==> src/rtl/phy_srst_pkg.sv <==
package phy_srst_pkg;

   // Sequencer state: which kind of soft reset is running
   typedef enum logic [1:0] {
      SR_IDLE  = 2'd0,
      SR_SHORT = 2'd1,
      SR_LONG  = 2'd2
   } sr_mode_t;

   // Index of each trigger bit in the flag vectors
   localparam int unsigned SRC_PM = 0;
   localparam int unsigned SRC_BC = 1;
   localparam int unsigned N_SRC  = 2;

   // Width needed to hold the value n
   function automatic int unsigned cnt_width(input int unsigned n);
      return (n < 2) ? 1 : $clog2(n + 1);
   endfunction

endpackage

==> src/rtl/srst_tick_gen.sv <==
module srst_tick_gen #(
   parameter int unsigned TICK_DIV = 1
) (
   input  logic clk,
   input  logic rst_n,
   input  logic tick_in,
   output logic tick_out
);

   generate
      if (TICK_DIV == 1) begin : g_pass
         assign tick_out = tick_in;
      end else begin : g_div
         localparam int unsigned DIV_W = $clog2(TICK_DIV);
         localparam logic [DIV_W-1:0] LAST = DIV_W'(TICK_DIV - 1);
         logic [DIV_W-1:0] div_q;

         always_ff @(posedge clk or negedge rst_n) begin
            if (!rst_n) begin
               div_q <= '0;
            end else if (tick_in) begin
               div_q <= (div_q == LAST) ? '0 : div_q + 1'b1;
            end
         end

         assign tick_out = tick_in && (div_q == LAST);
      end
   endgenerate

endmodule

==> src/rtl/srst_dur_cnt.sv <==
module srst_dur_cnt #(
   parameter int unsigned CNT_W       = 11,
   parameter int unsigned LONG_TICKS  = 2000,
   parameter int unsigned SHORT_TICKS = 256
) (
   input  logic             clk,
   input  logic             rst_n,
   input  logic             load,
   input  logic             load_long,
   input  logic             run,
   input  logic             tick,
   output logic             expire,
   output logic [CNT_W-1:0] cnt_q
);

   localparam logic [CNT_W-1:0] LONG_V  = CNT_W'(LONG_TICKS);
   localparam logic [CNT_W-1:0] SHORT_V = CNT_W'(SHORT_TICKS);
   localparam logic [CNT_W-1:0] ONE_V   = CNT_W'(1);

   // The last tick of a running reset
   assign expire = run && tick && (cnt_q == ONE_V);

   always_ff @(posedge clk or negedge rst_n) begin
      if (!rst_n) begin
         cnt_q <= '0;
      end else if (load) begin
         cnt_q <= load_long ? LONG_V : SHORT_V;
      end else if (expire) begin
         cnt_q <= '0;
      end else if (run && tick && (cnt_q != '0)) begin
         cnt_q <= cnt_q - 1'b1;
      end
   end

endmodule

==> src/rtl/srst_ctrl.sv <==
module srst_ctrl
   import phy_srst_pkg::*;
(
   input  logic             clk,
   input  logic             rst_n,
   input  logic             pm_req,
   input  logic             bc_req,
   input  logic             expire,
   output sr_mode_t         mode_q,
   output logic             load,
   output logic             load_long,
   output logic [N_SRC-1:0] set_vec,
   output logic [N_SRC-1:0] clr_vec
);

   sr_mode_t mode_d;

   always_comb begin
      mode_d    = mode_q;
      load      = 1'b0;
      load_long = 1'b0;
      set_vec   = '0;
      clr_vec   = '0;
      unique case (mode_q)
         SR_IDLE: begin
            if (pm_req) begin
               mode_d          = SR_LONG;
               load            = 1'b1;
               load_long       = 1'b1;
               set_vec[SRC_PM] = 1'b1;
               set_vec[SRC_BC] = bc_req;
            end else if (bc_req) begin
               mode_d          = SR_SHORT;
               load            = 1'b1;
               set_vec[SRC_BC] = 1'b1;
            end
         end
         SR_SHORT: begin
            // A long request upgrades the running short reset
            if (pm_req) begin
               mode_d          = SR_LONG;
               load            = 1'b1;
               load_long       = 1'b1;
               set_vec[SRC_PM] = 1'b1;
            end else if (expire) begin
               mode_d  = SR_IDLE;
               clr_vec = '1;
            end
         end
         SR_LONG: begin
            if (expire) begin
               mode_d  = SR_IDLE;
               clr_vec = '1;
            end
         end
         default: begin
            mode_d  = SR_IDLE;
            clr_vec = '1;
         end
      endcase
   end

   always_ff @(posedge clk or negedge rst_n) begin
      if (!rst_n) mode_q <= SR_IDLE;
      else        mode_q <= mode_d;
   end

endmodule

==> src/rtl/srst_flag.sv <==
module srst_flag (
   input  logic clk,
   input  logic rst_n,
   input  logic set,
   input  logic clr,
   output logic q
);

   always_ff @(posedge clk or negedge rst_n) begin
      if (!rst_n)   q <= 1'b0;
      else if (clr) q <= 1'b0;
      else if (set) q <= 1'b1;
   end

endmodule

==> src/rtl/phy_srst_seq.sv <==
module phy_srst_seq
   import phy_srst_pkg::*;
#(
   parameter int unsigned LONG_TICKS  = 2000,
   parameter int unsigned SHORT_TICKS = 256,
   parameter int unsigned TICK_DIV    = 1
) (
   input  logic clk,
   input  logic rst_n,
   input  logic tick_us,
   input  logic pm_wr_en,
   input  logic pm_wr_data,
   input  logic bc_wr_en,
   input  logic bc_wr_data,
   output logic pm_rst_bit,
   output logic bc_rst_bit,
   output logic phy_soft_rst,
   output logic sticky_clr
);

   localparam int unsigned CNT_W = cnt_width(LONG_TICKS);

   generate
      if (SHORT_TICKS < 1) begin : g_bad_short
         $error("SHORT_TICKS must be at least 1");
      end
      if (LONG_TICKS < SHORT_TICKS) begin : g_bad_long
         $error("LONG_TICKS must not be below SHORT_TICKS");
      end
      if (TICK_DIV < 1) begin : g_bad_div
         $error("TICK_DIV must be at least 1");
      end
   endgenerate

   logic             tick_int;
   logic             expire;
   logic             load;
   logic             load_long;
   logic [CNT_W-1:0] cnt_q;
   logic [N_SRC-1:0] set_vec;
   logic [N_SRC-1:0] clr_vec;
   logic [N_SRC-1:0] flag_q;
   sr_mode_t         mode_q;

   srst_tick_gen #(.TICK_DIV(TICK_DIV)) u_tick (
      .clk      (clk),
      .rst_n    (rst_n),
      .tick_in  (tick_us),
      .tick_out (tick_int)
   );

   srst_ctrl u_ctrl (
      .clk       (clk),
      .rst_n     (rst_n),
      .pm_req    (pm_wr_en && pm_wr_data),
      .bc_req    (bc_wr_en && bc_wr_data),
      .expire    (expire),
      .mode_q    (mode_q),
      .load      (load),
      .load_long (load_long),
      .set_vec   (set_vec),
      .clr_vec   (clr_vec)
   );

   srst_dur_cnt #(
      .CNT_W       (CNT_W),
      .LONG_TICKS  (LONG_TICKS),
      .SHORT_TICKS (SHORT_TICKS)
   ) u_cnt (
      .clk       (clk),
      .rst_n     (rst_n),
      .load      (load),
      .load_long (load_long),
      .run       (mode_q != SR_IDLE),
      .tick      (tick_int),
      .expire    (expire),
      .cnt_q     (cnt_q)
   );

   generate
      for (genvar i = 0; i < N_SRC; i++) begin : g_flag
         srst_flag u_flag (
            .clk   (clk),
            .rst_n (rst_n),
            .set   (set_vec[i]),
            .clr   (clr_vec[i]),
            .q     (flag_q[i])
         );
      end
   endgenerate

   assign pm_rst_bit   = flag_q[SRC_PM];
   assign bc_rst_bit   = flag_q[SRC_BC];
   assign phy_soft_rst = (mode_q != SR_IDLE);
   assign sticky_clr   = (mode_q == SR_LONG);

endmodule

==> config.mk <==
export PLATFORM = sky130hd
export DESIGN_NAME = phy_srst_seq
export DESIGN_NICKNAME = d
export VERILOG_FILES = /design/src/rtl/phy_srst_pkg.sv /design/src/rtl/srst_tick_gen.sv /design/src/rtl/srst_dur_cnt.sv /design/src/rtl/srst_ctrl.sv /design/src/rtl/srst_flag.sv /design/src/rtl/phy_srst_seq.sv
export SDC_FILE = /design/constraint.sdc
export NUM_CORES = 1
export LEC_CHECK = 0
export BUFFER_PORTS_ARGS = -buffer_cell sky130_fd_sc_hd__clkbuf_2
export CAP_MARGIN = 30
export CORE_MARGIN = 2
export CORE_UTILIZATION = 60
export CTS_CLUSTER_SIZE = 14
export DETAILED_ROUTE_END_ITERATION = 8
export PLACE_DENSITY_LB_ADDON = 0.25
export SETUP_SLACK_MARGIN = 0.3
export SLEW_MARGIN = 20
export SYNTH_ARGS = -nofsm -noshare
export SYNTH_HDL_FRONTEND = slang
export SYNTH_HIERARCHICAL = 1
export SYNTH_SLANG_ARGS = --single-unit
export TNS_END_PERCENT = 20
==> constraint.sdc <==
create_clock -name clk -period 5.6 [get_ports clk]
set_clock_uncertainty 0.2 [all_clocks]
set_input_delay 0.56 -clock clk [delete_from_list [all_inputs] [get_ports clk]]
set_output_delay 0.56 -clock clk [all_outputs]
set_load 0.01 [all_outputs]
==> impl_metrics.toml, run 1 <==
[power]
leakage_nw = 0.4546
power.internal_mw = 0.3095
peakVddDrop_mv = 0.3133
power_density_mw_per_mm2 = 531.5
power_frac_comb = 0.480
power.switching_mw = 0.2351
p_clk_frac = 0.111
p_total_mw = 0.5447
swShare = 0.4317
power_frac_seq = 0.410

[sta]
period_minus_slack_ps = 2018
post-route-period-util = 0.3603
setup_viol = 0
rsz0062_at_grt = "no"
holdWs_ps = 291.3
hold_violations = 0
fmax_mhz = 495.6
worst_pin_slew_ps = 545.4
maxSlewViolCount = 0
setup_ws_ps = 3582
slew_headroom = 0.6336
timing.setup.tns_ps = 0

[clock_tree]
postCtsSetupBuffers = 0
cts_buffers = 3
clock-root-buffer = "clkbuf_4"
cts.path.max_buffers = 2
cts_tree = "built"
clk_latency_ps = 270
clk_pin_slew_ps = 80
clock-sinks = 15
htree_levels = 1

[critical_path]
critPathBufInv = 0
cp_slowest_stage_delay_ps = 490
crit_start = "u_cnt/cnt_q[8]$_DFFE_PN0P_"
crit_type = "reg -> reg"
cp_top_family = "simple AND/OR/NAND/NOR gates"
reg2reg_setup_slack_ps = 3580
crit_path_end = "g_flag[0].u_flag/q$_DFFE_PN0P_"
crit_path_top_delay_cell = "nor3_1"
reg2reg_to = "g_flag[0].u_flag/q$_DFFE_PN0P_"
cp_max_fo = 6
reg2reg_from = "u_cnt/cnt_q[8]$_DFFE_PN0P_"
crit_path_start_kind = "flip-flop"
cp.depth = 5
cp-end-kind = "flip-flop"
crit_chain = "nor3_1 > and4_1 > nand2_1 > o21ai_0 > o21ba_1"
required_ps = 5570
crit_arrival_ps = 1990
worstRegToRegCells = 5

[synthesis]
ys_top_cells_by_area = "dfrtp_1 39%, a21oi_1 3.7%, nor2_1 3.5%"
synth_top_area_share = 0.3916
synth_flop_cell = "dfrtp_1"
synth_cell_type_count = 42
ys_seq_area_frac = 0.3916
ys_warn_count = 6
syn_nets = 109
yosys.area.top_type = "dfrtp_1"
async_flop_share = 1.000
syn_avg_cell_area_um2 = 9.584
ys_ff_latch = 15
synthCells = 100
syn-cell-area_um2 = 958.4
synth_edf_count = 0

[die]
dieWidth_um = 43.97
dieHeight_um = 43.97
core_mm2 = 0.001506
ios = 11
placement_rows = 14
initial_utilization = 0.6362
dieArea_mm2 = 0.001933

[finish]
fin_cells = 125
antenna_cells = 0
final_area_mm2 = 0.001025
drive_gt1_frac = 0.2294
multiInputGateArea_um2 = 524.3
fin_nets = 119
nFillCells = 131
postLayoutCoreUtil = 0.6802
area_growth_pct = 6.919
seq_area_um2 = 375.4

[global_route]
first_global_vias = 715
antenna_found_initial = 0
grt_pass1_wl_um = 3022
grt_use_total = 0.2158
grt_max_degree = 16
grt_overflow = 0

[routing]
wl_um = 1807
wl_per_cell_um = 14.46
viasPerCell = 6.216
drc = 0
vias = 777
drt-pass1-iter-count = 4
drt_iter0_markers = 22
ant_nets = 0

[place]
dp_slack_ps = 3463
io_buffers = 10
dp.cells = 120
place_congestion = 0.8027
dpl_cell_area_um2 = 988.4
dp_hpwl_um = 1305

[hold_path]
min-delay-start = "g_flag[1].u_flag/q$_DFFE_PN0P_"
worstHoldPathCells = 1
min_path_type = "reg -> reg"

[flow_run]
maxCapViolations = 0

[outcome]
status = "complete, no violations"
-- cell usage after synthesis (2+ instances only) --
cell type  number
nand2_1         6
ha_1            2
a21oi_1         7
nor3_1          4
o21ai_0         2
o31ai_1         2
buf_4           4
a31oi_1         4
nor2_1          9
buf_2           2
o21ba_1         2
dfrtp_1        15
or4_4           2
a211oi_1        2
a21o_1          2
inv_1           5
and2_1          3
a31o_2          3
-- power by group through the flow --
stage / Sequential [mW] / Clock [mW] / Combinational, mW
final: 0.223 / 0.0603 / 0.261
after global routing: 0.234 / 0.0660 / 0.291
after CTS: 0.223 / 0.0629 / 0.261
after detailed placement: 0.225 / 0 / 0.259
after global placement: 0.223 / 0 / 0.253
after floorplan: 0.200 / 0 / 0.229
-- area by class of cell --
class | instances | area share
multi-input combinational | 74 | 0.5116
sequential | 15 | 0.3663
timing repair buffer | 11 | 0.05861
clock buffer | 4 | 0.02564
tap | 16 | 0.01954
inverter | 5 | 0.01832
-- registers in the layout, summed over array words and instances, names as in the netlist --
register	flops
g_flag.u_flag/q	2
u_cnt/cnt_q	11
u_ctrl/mode_q	2
-- layout by cell type, fill, tap and decap left out, types with 2 or more instances in the layout --
cell type,instances
dfrtp_1,15
clkbuf_2,10
nor2_1,9
a21oi_1,7
nand2_1,6
inv_1,5
nor3_1,4
a31oi_1,4
and2_1,3
clkbuf_4,3
a31o_2,3
o21ba_1,2
a21o_1,2
a211oi_1,2
or4_4,2
o31ai_1,2
ha_1,2
o21ai_0,2
-- cell families after synthesis --
group,synth area share
AO/OA/AOI/OAI,0.2611
AND/OR/NAND/NOR,0.2507
XOR/XNOR,0.009140
adder cells (fa/ha/maj),0.02611
buffers and inverters,0.06136
flip-flops,0.3916
-- metal layers --
| layer | part of all wire | vias up | global-route usage | routed length, um |
|---|---|---|---|---|
| met4 | 0.015 | 0 | 0.09091 | 27 |
| met3 | 0.039 | 4 | 0.03750 | 71 |
| met5 | 0 | - | 0 | 0 |
| met2 | 0.49 | 19 | 0.3559 | 886 |
| met1 | 0.45 | 364 | 0.2781 | 821 |
| li1 | - | 390 | - | - |
-- how the worst min path moves through the flow --
stage / slack [ps] / end
3_3_place_gp: 270 / g_flag[1].u_flag/q$_DFFE_PN0P_
5_1_grt: 330 / g_flag[1].u_flag/q$_DFFE_PN0P_
6_report: 290 / g_flag[1].u_flag/q$_DFFE_PN0P_
2_1_floorplan: 60 / g_flag[0].u_flag/q$_DFFE_PN0P_
4_1_cts: 300 / g_flag[1].u_flag/q$_DFFE_PN0P_
3_5_place_dp: 280 / g_flag[1].u_flag/q$_DFFE_PN0P_
-- repair_timing --
| action | CTS | global route |
|---|---|---|
| gates resized for setup | 0 | 0 |
| hold buffers | 1 | 0 |
| hold endpoints to repair | 15 | 0 |
No activity file was read; power rests on OpenSTA's default activity.
==> run 2, diff against run 1 <==
ABC_AREA = 1   (was not set)
CORE_UTILIZATION = 51   (was 60)
clock period = 1.8 ns   (was 5.6 ns; I/O delays follow)
==> impl_metrics.toml, run 2 <==
[sta]
post-route-period-util = 0.9944
setup_viol = 0
fmax_mhz = 558.7
timing.setup.tns_ps = 0
slew_headroom = 0.7287
rsz0062_at_grt = "yes"
setup_ws_ps = 10.03
maxSlewViolCount = 0
hold_violations = 0
period_minus_slack_ps = 1790
holdWs_ps = 41.39
worst_pin_slew_ps = 406.9

[clock_tree]
cts.path.max_buffers = 2
clock-root-buffer = "clkbuf_4"
cts_buffers = 3
clk_latency_ps = 290
htree_levels = 1
cts_tree = "built"
clk_pin_slew_ps = 100
clock-sinks = 15

[critical_path]
cp_max_fo = 4
required_ps = 1790
cp-end-kind = "flip-flop"
crit_type = "reg -> reg"
reg2reg_setup_slack_ps = 10
crit_path_start_kind = "flip-flop"
crit_arrival_ps = 1780

[global_route]
grt_max_degree = 16
grt_pass1_wl_um = 4595
first_global_vias = 1054
grt_use_total = 0.2434
antenna_found_initial = 0
grt_overflow = 0

[die]
dieWidth_um = 49.43
placement_rows = 16
ios = 11
core_mm2 = 0.001962
dieArea_mm2 = 0.002443
dieHeight_um = 49.43
initial_utilization = 0.5364

[synthesis]
synth_flop_cell = "dfrtp_1"
syn-cell-area_mm2 = 0.001052
syn_avg_cell_area_um2 = 6.702
ys_warn_count = 6
synthCells = 157
ys_seq_area_frac = 0.3567
synth_edf_count = 0
async_flop_share = 1.000
ys_top_cells_by_area = "dfrtp_1 36%, nand2_1 19%, inv_1 8.9%"
synth_top_area_share = 0.3567
synth_cell_type_count = 20
synth_most_common_cell = "nand2_1"
synth_common_cells = "53 x nand2_1, 25 x inv_1, 15 x dfrtp_1"
ys_ff_latch = 15
syn_nets = 166
yosys.area.top_type = "dfrtp_1"

[finish]
fin_nets = 202
area_growth_pct = 43.40
drive_gt1_frac = 0.4167
antenna_cells = 0
final_cell_mix = "45 x nand2_1, 22 x inv_1, 21 x buf_4"
regMostFlops = "u_cnt/cnt_q"
final_common_cell = "nand2_1"
largest_reg_flops = 11
top_regs = "u_cnt/cnt_q x11, g_flag.u_flag/q x2, u_ctrl/mode_q x2"

[routing]
viasPerCell = 5.105
wl_um = 3037
drc = 0
m1WireLength_um = 1223
vias = 1118
wl_per_cell_um = 13.87
wl_met2_um = 1536
wl_met3_um = 161
highest_layer = "met4"
drt-pass1-iter-count = 4
drt_iter0_markers = 35
ant_nets = 0

[place]
place_congestion = 0.8311
dp_hpwl_um = 1594
io_buffers = 10
dp_slack_ps = -112.0

[power]
swShare = 0.5058
power_frac_comb = 0.691
power_frac_seq = 0.234
peakVddDrop_mv = 1.026
power.switching_mw = 1.368
p_total_mw = 2.705
power_density_mw_per_mm2 = 1792
p_clk_frac = 0.075
leakage_nw = 0.8176
power.internal_mw = 1.337

[hold_path]
min_path_type = "in -> reg"

[flow_run]
maxCapViolations = 0

[outcome]
status = "complete, no violations"
[run 2: changes by cell type in the layout (fill, tap and decap cells not counted), moves of 4 or more]
cell,before,now
a31oi_1,4,0
buf_4,0,21
inv_1,5,22
inv_2,0,4
nand2_1,6,45
nand2_2,0,9
nand2_4,0,7
nand3_1,1,10
nor2_4,0,8
nor3_1,4,0
o21ai_1,0,4
[run 2: power groups by stage]
stage | combinational (mW) | clock (mW) | sequential (mW)
5_1_grt | 2.02 | 0.219 | 0.654
4_1_cts | 1.58 | 0.207 | 0.611
2_1_floorplan | 0.908 | 0 | 0.595
6_report | 1.87 | 0.202 | 0.633
3_3_place_gp | 1.13 | 0 | 0.598
3_5_place_dp | 1.16 | 0 | 0.602
[run 2: path summary, 6_finish.rpt]
kind,start,end,cells after the start
max reg2reg,u_cnt/cnt_q[6]$_DFFE_PN0P_,g_flag[0].u_flag/q$_DFFE_PN0P_,8
min reg2reg,g_flag[1].u_flag/q$_DFFE_PN0P_,g_flag[1].u_flag/q$_DFFE_PN0P_,2
min,bc_wr_data,u_ctrl/mode_q[0]$_DFFE_PN0P_,5
max,u_cnt/cnt_q[6]$_DFFE_PN0P_,g_flag[0].u_flag/q$_DFFE_PN0P_,8
max in group asynchronous,rst_n,u_cnt/cnt_q[6]$_DFFE_PN0P_,2
min in group asynchronous,rst_n,u_ctrl/mode_q[0]$_DFFE_PN0P_,2
[run 2: cell families after synthesis]
group,count (synthesis),share of synthesized area
adder cells (fa/ha/maj),2,0.02378
XOR/XNOR,1,0.008325
AO/OA/AOI/OAI,16,0.09632
AND/OR/NAND/NOR,91,0.3829
flip-flops,15,0.3567
buffers and inverters,32,0.1320
[run 2: final cells by class]
cell class | instances | area, um2
clock buffers | 3 | 22.52
repair buffers | 34 | 249.0
flip-flops and latches | 15 | 379.1
inverters | 28 | 110.1
well taps | 27 | 33.78
clock inverters | 1 | 5.005
multi-input cells | 111 | 709.4
fillers | 136 | 452.9
[run 2: per-layer routing]
| metal | GRT usage | vias to the layer above |
|---|---|---|
| met2 | 0.4212 | 51 |
| met3 | 0.04294 | 10 |
| li1 | - | 546 |
| met5 | 0 | - |
| met4 | 0.1019 | 0 |
| met1 | 0.2959 | 511 |
[run 2: timing repair]
action	CTS	global route
cloned	1	0
hold buffers	1	0
setup endpoints to repair	15	16
pin swaps	14	12
resized for setup	31	12
buffers inserted	11	8
hold endpoints to repair	15	0
[run 2: worst max-delay path, stage by stage (launching register included)]
cell and delay, ps:
dfrtp_2 450, nor2_4 150, nand2_4 90, nor4_4 360
inv_1 100, nand2_2 90, nand2_2 80, nor2_4 120
nor2_1 60
[run 2: metrics by stage]
stage | util | cell area, um2 | instances
finish | 0.7691 | 1509 | 219
global route | 0.7691 | 1509 | 219
CTS | 0.7156 | 1404 | 211
detailed placement | 0.5848 | 1147 | 194
global placement | 0.5848 | 1147 | 194
floorplan | - | 1067 | 157
==> run 3, diff against run 2 <==
CORE_MARGIN = 3   (was 2)
==> impl_metrics.toml, run 3 (synthesized netlist as in run 2, its figures left out) <==
[clock_tree]
htree_levels = 1
clock-root-buffer = "clkbuf_4"
cts.path.max_buffers = 2
clk_latency_ps = 280
cts_tree = "built"
clk_pin_slew_ps = 90
clock-sinks = 15
cts_buffers = 3

[power]
leakage_nw = 0.7823
p_total_mw = 2.517
power_density_mw_per_mm2 = 1750
peakVddDrop_mv = 1.042

[global_route]
gr-usage-met3 = 0.03499
met1_usage = 0.2578
grt_use_total = 0.2026
grt_overflow = 0
grt_max_degree = 16
grtUsageMet2 = 0.3347
grt_pass1_wl_um = 4022
antenna_found_initial = 0
first_global_vias = 931
top_usage_layer = "met2"

[die]
dieWidth_um = 51.43
dieHeight_um = 51.43
core_mm2 = 0.001839
dieArea_mm2 = 0.002645
ios = 11
initial_utilization = 0.5721
placement_rows = 15

[routing]
wl_um = 2640
wl_per_cell_um = 12.39
ant_nets = 0
drc = 0
vias = 1082
drt_iter0_markers = 31
drt-pass1-iter-count = 4
viasPerCell = 5.080

[sta]
period_minus_slack_ps = 1711
setup_viol = 0
fmax_mhz = 584.6
setup_ws_ps = 89.29
rsz0062_at_grt = "yes"
slew_headroom = 0.7546
worst_pin_slew_ps = 368.0
maxSlewViolCount = 0
hold_violations = 0
holdWs_ps = 76.12
post-route-period-util = 0.9504

[finish]
antenna_cells = 0
final_cell_mix = "47 x nand2_1, 20 x inv_1, 16 x buf_4"
largest_reg_flops = 11
drive_gt1_frac = 0.3883
top_regs = "u_cnt/cnt_q x11, g_flag.u_flag/q x2, u_ctrl/mode_q x2"
postLayoutCoreUtil = 0.7823
area_growth_pct = 36.74
final_area_mm2 = 0.001439
regMostFlops = "u_cnt/cnt_q"
final_common_cell = "nand2_1"
fin_nets = 198

[hold_path]
min_path_type = "in -> reg"
worstHoldPathCells = 5
min-delay-start = "bc_wr_data"
min_delay_worst_endpoint = "u_ctrl/mode_q[0]$_DFFE_PN0P_"

[critical_path]
crit_type = "reg -> reg"
worstRegToRegCells = 8
reg2reg_setup_slack_ps = 90
cp_max_fo = 3
required_ps = 1780
reg2reg_to = "g_flag[0].u_flag/q$_DFFE_PN0P_"
reg2reg_from = "u_cnt/cnt_q[1]$_DFFE_PN0P_"
cp-end-kind = "flip-flop"
crit_arrival_ps = 1690
crit_path_start_kind = "flip-flop"

[place]
io_buffers = 10
place_congestion = 0.8547
dp_slack_ps = -136.5
dp_hpwl_um = 1565
dpl_cell_area_mm2 = 0.001145

[outcome]
status = "complete, no violations"

[flow_run]
maxCapViolations = 0
## run 3: cell types whose count changed in the layout (fill, tap and decap cells not counted), sizes merged
cell	delta
buf	-3
clkinv	-1
nand2	-1
clkbuf	+1
## run 3: area by class of cell
class | instances | area (um2)
well taps | 25 | 31.28
inverters | 28 | 107.6
multi-input cells | 110 | 663.1
flip-flops and latches | 15 | 376.6
fillers | 150 | 400.4
repair buffers | 31 | 234.0
clock buffers | 4 | 26.28
## run 3: worst max-delay path, stage by stage, from the launching register on
cell and delay [ps]:
dfrtp_1 400, inv_2 120, ha_4 150, nand2_4 60, nor4_4 300, buf_4 160
a21oi_2 60, nor2_4 110, nor2_1 50
## run 3: what timing repair did
action,in CTS,in global routing
pin swaps,11,9
endpoints found under the setup margin,15,15
hold buffers,1,0
resized for setup,20,15
gates cloned,0,0
buffers inserted,10,6
endpoints found under the hold margin,15,0
## run 3: stage by stage
| stage | cells | TNS (ps) |
|---|---|---|
| 2_1_floorplan | 157 | 0 |
| 3_3_place_gp | 192 | -246.3 |
| 3_5_place_dp | 192 | -813.8 |
| 4_1_cts | 207 | 0 |
| 5_1_grt | 213 | -38.31 |
| 6_report | 213 | 0 |
## run 3: worst max path at each step
stage | start | endpoint | slack (ps)
floorplan | u_cnt/cnt_q[4]$_DFFE_PN0P_ | g_flag[1].u_flag/q$_DFFE_PN0P_ | 140
global placement | u_cnt/cnt_q[1]$_DFFE_PN0P_ | u_cnt/cnt_q[10]$_DFFE_PN0P_ | -50
detailed placement | u_cnt/cnt_q[1]$_DFFE_PN0P_ | u_cnt/cnt_q[10]$_DFFE_PN0P_ | -140
CTS | u_ctrl/mode_q[1]$_DFFE_PN0P_ | g_flag[0].u_flag/q$_DFFE_PN0P_ | 120
global route | u_cnt/cnt_q[1]$_DFFE_PN0P_ | g_flag[0].u_flag/q$_DFFE_PN0P_ | -20
finish | u_cnt/cnt_q[1]$_DFFE_PN0P_ | g_flag[0].u_flag/q$_DFFE_PN0P_ | 90
## run 3: metal layers
layer / part of all wire / routed length, um
met2: 0.54 / 1415
met3: 0.039 / 102
met5: 0 / 0
met4: 0.0083 / 22
met1: 0.42 / 1100
## run 3: power by group
part	internal, mW	switching, mW
Combinational	0.710	1.01
Clock	0.0859	0.103
Sequential	0.480	0.132
Total	1.28	1.24
